[src/rtl/dma_pkg.sv]
package dma_pkg;
  typedef enum logic [1:0] {
    ST_IDLE = 2'd0,
    ST_RD   = 2'd1,
    ST_WR   = 2'd2,
    ST_GAP  = 2'd3
  } dma_state_t;

  localparam logic [2:0] MODE_BLOCK = 3'b001;
  localparam int         BURST_MAX  = 4;
endpackage

[src/rtl/dma_ctrl_decode.sv]
module dma_ctrl_decode #(
  parameter int CTRL_W = 17,
  parameter int GAP_W  = 4
) (
  input  logic [CTRL_W-1:0] ctrl,
  output logic              is_block,
  output logic              is_burst4,
  output logic [GAP_W-1:0]  gap
);
  import dma_pkg::*;

  always_comb begin
    is_block  = (ctrl[3:1] == MODE_BLOCK);
    is_burst4 = ctrl[4] & ctrl[5];
    gap       = ctrl[13 +: GAP_W];
  end
endmodule

[src/rtl/dma_hold_buf.sv]
module dma_hold_buf #(
  parameter int DW    = 32,
  parameter int DEPTH = 4,
  localparam int IW   = $clog2(DEPTH)
) (
  input  logic          clk,
  input  logic          rst_n,
  input  logic          wr_en,
  input  logic [IW-1:0] wr_idx,
  input  logic [DW-1:0] wr_data,
  input  logic [IW-1:0] rd_idx,
  output logic [DW-1:0] rd_data
);
  logic [DW-1:0] slot_q [DEPTH];

  for (genvar g = 0; g < DEPTH; g++) begin : g_slot
    always_ff @(posedge clk or negedge rst_n) begin
      if (!rst_n) begin
        slot_q[g] <= '0;
      end else if (wr_en && (wr_idx == IW'(g))) begin
        slot_q[g] <= wr_data;
      end
    end
  end

  assign rd_data = slot_q[rd_idx];
endmodule

[src/rtl/dma_gap_timer.sv]
module dma_gap_timer #(
  parameter int GAP_W = 4
) (
  input  logic             clk,
  input  logic             rst_n,
  input  logic             load,
  input  logic [GAP_W-1:0] load_val,
  input  logic             run,
  output logic             expire
);
  logic [GAP_W-1:0] tmr_q, tmr_d;

  always_comb begin
    tmr_d = tmr_q;
    if (load)                     tmr_d = load_val;
    else if (run && tmr_q != '0)  tmr_d = tmr_q - 1'b1;
  end

  always_ff @(posedge clk or negedge rst_n) begin
    if (!rst_n) tmr_q <= '0;
    else        tmr_q <= tmr_d;
  end

  assign expire = (tmr_q <= GAP_W'(1));
endmodule

[src/rtl/burst_dma.sv]
module burst_dma #(
  parameter int AW     = 16,
  parameter int DW     = 32,
  parameter int CW     = 16,
  parameter int CTRL_W = 17,
  parameter int GAP_W  = 4,
  localparam int BN    = dma_pkg::BURST_MAX,
  localparam int IW    = $clog2(BN)
) (
  input  logic              clk,
  input  logic              rst_n,
  input  logic [CTRL_W-1:0] ctrl,
  input  logic [AW-1:0]     src_base,
  input  logic [AW-1:0]     dst_base,
  input  logic [CW-1:0]     xfer_cnt,
  input  logic              dreq,
  output logic              dack,
  output logic              done,
  output logic              mem_req,
  output logic              mem_we,
  output logic [AW-1:0]     mem_addr,
  output logic [DW-1:0]     mem_wdata,
  input  logic [DW-1:0]     mem_rdata
);
  import dma_pkg::*;

  logic             dec_block, dec_burst4;
  logic [GAP_W-1:0] dec_gap;

  dma_ctrl_decode #(.CTRL_W(CTRL_W), .GAP_W(GAP_W)) u_dec (
    .ctrl(ctrl), .is_block(dec_block), .is_burst4(dec_burst4), .gap(dec_gap)
  );

  dma_state_t       st_q, st_d;
  logic [AW-1:0]    src_q, src_d, dst_q, dst_d;
  logic [CW-1:0]    cnt_q, cnt_d;
  logic [IW-1:0]    idx_q, idx_d;
  logic             act_q, act_d, done_q, done_d;
  logic             blk_q, blk_d, b4_q, b4_d;
  logic [GAP_W-1:0] gap_q, gap_d;
  logic             last_beat, gap_load, gap_expire;
  logic [CW-1:0]    beats, cnt_after;
  logic [DW-1:0]    buf_rd;

  dma_hold_buf #(.DW(DW), .DEPTH(BN)) u_buf (
    .clk(clk), .rst_n(rst_n),
    .wr_en(st_q == ST_RD), .wr_idx(idx_q), .wr_data(mem_rdata),
    .rd_idx(idx_q), .rd_data(buf_rd)
  );

  dma_gap_timer #(.GAP_W(GAP_W)) u_gap (
    .clk(clk), .rst_n(rst_n),
    .load(gap_load), .load_val(gap_q), .run(st_q == ST_GAP),
    .expire(gap_expire)
  );

  assign beats     = b4_q ? CW'(BN) : CW'(1);
  assign last_beat = b4_q ? (idx_q == IW'(BN-1)) : 1'b1;
  assign cnt_after = (cnt_q > beats) ? (cnt_q - beats) : '0;

  always_comb begin
    st_d = st_q; src_d = src_q; dst_d = dst_q; cnt_d = cnt_q; idx_d = idx_q;
    act_d = act_q; done_d = done_q; blk_d = blk_q; b4_d = b4_q; gap_d = gap_q;
    gap_load = 1'b0;
    unique case (st_q)
      ST_IDLE: begin
        if (dreq) begin
          st_d   = ST_RD;
          idx_d  = '0;
          done_d = 1'b0;
          if (!act_q) begin
            act_d = 1'b1;
            src_d = src_base;
            dst_d = dst_base;
            cnt_d = xfer_cnt;
            blk_d = dec_block;
            b4_d  = dec_burst4;
            gap_d = dec_gap;
          end
        end
      end
      ST_RD: begin
        src_d = src_q + 1'b1;
        if (last_beat) begin
          st_d  = ST_WR;
          idx_d = '0;
        end else begin
          idx_d = idx_q + 1'b1;
        end
      end
      ST_WR: begin
        dst_d = dst_q + 1'b1;
        if (last_beat) begin
          idx_d = '0;
          cnt_d = cnt_after;
          if (cnt_after == '0) begin
            st_d   = ST_IDLE;
            act_d  = 1'b0;
            done_d = 1'b1;
          end else if (!blk_q) begin
            st_d = ST_IDLE;
          end else if (gap_q != '0) begin
            st_d     = ST_GAP;
            gap_load = 1'b1;
          end else begin
            st_d = ST_RD;
          end
        end else begin
          idx_d = idx_q + 1'b1;
        end
      end
      ST_GAP: begin
        if (gap_expire) st_d = ST_RD;
      end
      default: st_d = ST_IDLE;
    endcase
  end

  always_ff @(posedge clk or negedge rst_n) begin
    if (!rst_n) begin
      st_q <= ST_IDLE; src_q <= '0; dst_q <= '0; cnt_q <= '0; idx_q <= '0;
      act_q <= 1'b0; done_q <= 1'b0; blk_q <= 1'b0; b4_q <= 1'b0; gap_q <= '0;
    end else begin
      st_q <= st_d; src_q <= src_d; dst_q <= dst_d; cnt_q <= cnt_d; idx_q <= idx_d;
      act_q <= act_d; done_q <= done_d; blk_q <= blk_d; b4_q <= b4_d; gap_q <= gap_d;
    end
  end

  assign dack      = (st_q != ST_IDLE);
  assign done      = done_q;
  assign mem_req   = (st_q == ST_RD) || (st_q == ST_WR);
  assign mem_we    = (st_q == ST_WR);
  assign mem_addr  = (st_q == ST_WR) ? dst_q : src_q;
  assign mem_wdata = buf_rd;

  // the done flag and the acknowledge are never high together
  a_r8_done_not_ack: assert property (@(posedge clk) disable iff (!rst_n)
    done |-> !dack);

  // in one-word mode every read is followed by a write in the next cycle
  a_r2_read_then_write: assert property (@(posedge clk) disable iff (!rst_n)
    (mem_req && !mem_we && !b4_q) |=> (mem_req && mem_we));

  // a read followed by another read steps the address by one
  a_r7_addr_step: assert property (@(posedge clk) disable iff (!rst_n)
    (mem_req && !mem_we) |=> (mem_we || !mem_req || mem_addr == $past(mem_addr) + 1'b1));

  // no bus access while the gap timer runs
  a_r6_gap_quiet: assert property (@(posedge clk) disable iff (!rst_n)
    (st_q == ST_GAP) |-> (!mem_req && dack));

  // during a transfer the remaining count never increases
  a_r4_cnt_monotone: assert property (@(posedge clk) disable iff (!rst_n)
    (act_q && $past(act_q)) |-> (cnt_q <= $past(cnt_q)));
endmodule

[config.mk]
export PLATFORM = sky130hd
export DESIGN_NAME = burst_dma
export DESIGN_NICKNAME = d
export VERILOG_FILES = /design/src/rtl/dma_pkg.sv /design/src/rtl/dma_ctrl_decode.sv /design/src/rtl/dma_hold_buf.sv /design/src/rtl/dma_gap_timer.sv /design/src/rtl/burst_dma.sv
export SDC_FILE = /design/constraint.sdc
export NUM_CORES = 1
export LEC_CHECK = 0
export ABC_AREA = 1
export BUFFER_PORTS_ARGS = -buffer_cell sky130_fd_sc_hd__buf_2
export CAP_MARGIN = 20
export CORE_AREA = 8 8 158 160
export CTS_BUF_LIST = sky130_fd_sc_hd__clkbuf_2 sky130_fd_sc_hd__clkbuf_4 sky130_fd_sc_hd__clkbuf_8
export DETAILED_ROUTE_END_ITERATION = 12
export DIE_AREA = 0 0 166 168
export PLACE_DENSITY = 0.63
export SYNTH_ARGS = -nofsm -noshare
export SYNTH_HDL_FRONTEND = slang
export SYNTH_SLANG_ARGS = --single-unit
[constraint.sdc]
create_clock -name clk -period 2.94 [get_ports clk]
set_input_delay 0.294 -clock clk [delete_from_list [all_inputs] [get_ports clk]]
set_output_delay 0.294 -clock clk [all_outputs]
set_load 0.05 [all_outputs]
==> results.cfg <==
[run_status]
status = completed

[die]
io_pins = 152
start_util_pct = 44.5
fp-row-count = 55
die_h_um = 168
core_um2 = 22400
dieArea_um2 = 27900
die_w_um = 166

[cts]
cts_root_buf = clkbuf_8
clockBufferDepth = 2
path_clk_slew_ns = 0.12
cts_resized = 0
htreeDepth = 4
cts_tree = done
postCtsSetupBuffers = 0
clock_sinks = 192
clock_latency_ns = 0.49
numCtsBuffers = 17

[final_layout]
syn_to_final_growth_pct = 15.4
final_common_cell = nand2_1
fin_area_um2 = 11500
nFillCells = 2195
fin_util_pct = 51.3
layout.nets = 1516
mostFrequentLayoutCells = nand2_1 (274), o21ai_0 (270), dfrtp_1 (191)
instances_no_fill = 1699
layout-drive-gt1-share_pct = 16.9
antennaDiodeCount = 0

[sta]
finalHoldViolCount = 0
finalCriticalPeriod_ns = 2.66
setup_viol = 0
final.period_utilization_pct = 90.6
setup_ws_ns = 0.277
clock_skew_ns = 0.0234
hold_ws_ns = 0.0241
max_slew.worst_pin.slew_ns = 0.727
tns_ns = 0
maxSlewViolCount = 0
rsz0062_at_grt = false
relSlewSlack_pct = 51.5
max_freq_mhz = 376

[pwr]
power_per_cell_area_nw_per_um2 = 1230
total_power_mw = 14.1
ir_drop_mv = 0.634
p_leak_nw = 5.61

[route]
num_vias = 8948
drt_first_pass_iters = 5
ant_nets = 0
via_per_inst = 5.27
wl_per_cell_um = 15.6
drt_iter0_markers = 856
drc_errors = 0
wirelength_mm = 26.5

[worst_setup_path]
end_kind = output port
cp_common_cell = inv_1
critPathRequiredTime_ns = 2.65
critPathSlowestCell = dfrtp_1
reg2reg_depth = 18
cp-startpoint = st_q[0]
cpPeakStageDelay_ns = 0.40
r2r_start = b4_q
path_cells = inv_1 > ha_2 > buf_4 > inv_1 > nor2_1 > a21oi_1 > buf_2
startpoint_type = register
arrival_ns = 2.37
worstPathMaxFanout = 17
critPathKind = reg2out

[placed_design]
place_hpwl_mm = 17.6
dpl_cell_area_um2 = 11000
place_congestion = 0.887
port_buffers = 143
dp_cells = 1663
pre_cts_ws_ns = 0.353

[global_routing]
grt_max_degree = 82
grt_pass1_vias = 8778
overflow = 0
grt_pass1_wl_mm = 44.2
antenna_found_initial = 0
grt_usage_pct = 19.2

[logic_synthesis]
seq_area_frac_synth_pct = 48.3
syn_inst = 1285
synth_area_um2 = 9950
synth_compound_area_share_pct = 19.8
synthDistinctLibCells = 33
synth-xor-area-share_pct = 1.67
yosys_warnings = 0
synthSimpleGateAreaFrac_pct = 21.3
synth_fa_ha_area_share_pct = 1.89
synth_top_family_by_area = simple AND/OR/NAND/NOR gates
syn_nets = 1400
synthMuxAreaShare_pct = 0
synth_seq_cells = 192
syn_area_per_cell_um2 = 7.74

[run]
maxCapViolCount = 0

[hold_path]
hold_depth = 3
holdCritPathClass = in2reg
min_from = xfer_cnt[14]
state kept, by name (all words and copies together), names as in the netlist, 2 cells and up:
signal,cells
u_buf.slot_q,128
cnt_q,16
dst_q,16
src_q,16
gap_q,4
u_gap.tmr_q,4
idx_q,2
st_q,2
cell usage after synthesis (all sizes together):
cell type	count	area (um^2)
a21oi	39	199
nor4	3	18.8
clkinv	1	3.75
nor3	6	35.0
nor2	142	588
xnor2	1	8.76
ha	15	188
nand4	14	93.8
or2	2	12.5
dfrtp	192	4800
nand3	44	253
buf	3	21.3
a31oi	3	18.8
a22oi	3	22.5
nand2	290	1120
clkbuf	68	255
o211ai	9	67.6
xor2	18	158
o22ai	45	282
o21ai	275	1380
inv	112	420
per-layer routing:
| metal | track usage (%) | vias up | wire length, um |
|---|---|---|---|
| li1 | - | 4475 | - |
| met4 | 4.23 | 0 | 216 |
| met1 | 25.8 | 4209 | 12600 |
| met2 | 31.0 | 243 | 12100 |
| met3 | 4.56 | 21 | 1510 |
| met5 | 0 | - | 0 |
path summary, 6_finish.rpt:
check | slack (ns) | to
min in group asynchronous | 0.39 | cnt_q[12]
setup reg to reg | 0.35 | st_q[1]
hold / removal | 0.02 | cnt_q[14]
hold reg to reg | 0.49 | u_buf.slot_q[40]
setup / recovery | 0.28 | mem_addr[0]
max in group asynchronous | 1.72 | u_buf.slot_q[65]
critical path, delay by kind of cell, from the launching register on:
family	cells	cell delay, ns
AOI/OAI and AO/OA	1	0.22
adders and majority gates	1	0.23
buffers and inverters	4	0.94
DFF	1	0.40
and+or+nand+nor	1	0.10
final cells by class:
cell class                      count  area, um^2  share of cell area, %
Timing Repair Buffer              168        1010                   8.79
Tap cell                          285         357                   3.11
Sequential cell                   192        4810                   41.9
Inverter                          113         424                   3.69
Clock inverter                     14         183                   1.59
Clock buffer                       18         248                   2.16
Multi-Input combinational cell    909        4460                   38.8
power by group:
part,internal [mW],switching [mW],leakage (nW),total (mW)
clock network,0.690,1.17,0.214,1.86
registers,3.90,0.841,2.20,4.74
logic,2.15,5.35,3.20,7.50
cell families (layout without fill, tap and decap cells):
logic type	after synthesis	after routing
AND/OR/NAND/NOR	501	501
AO/OA/AOI/OAI	374	374
flip-flops	192	192
buffers and inverters	184	313
XOR/XNOR	19	19
adder cells (fa/ha/maj)	15	15
timing repair:
action / in CTS / in global routing
setup endpoints to repair: 0 / 0
hold endpoints to repair: 82 / 0
hold buffers: 4 / 0
(Power assumes the default switching activity.)
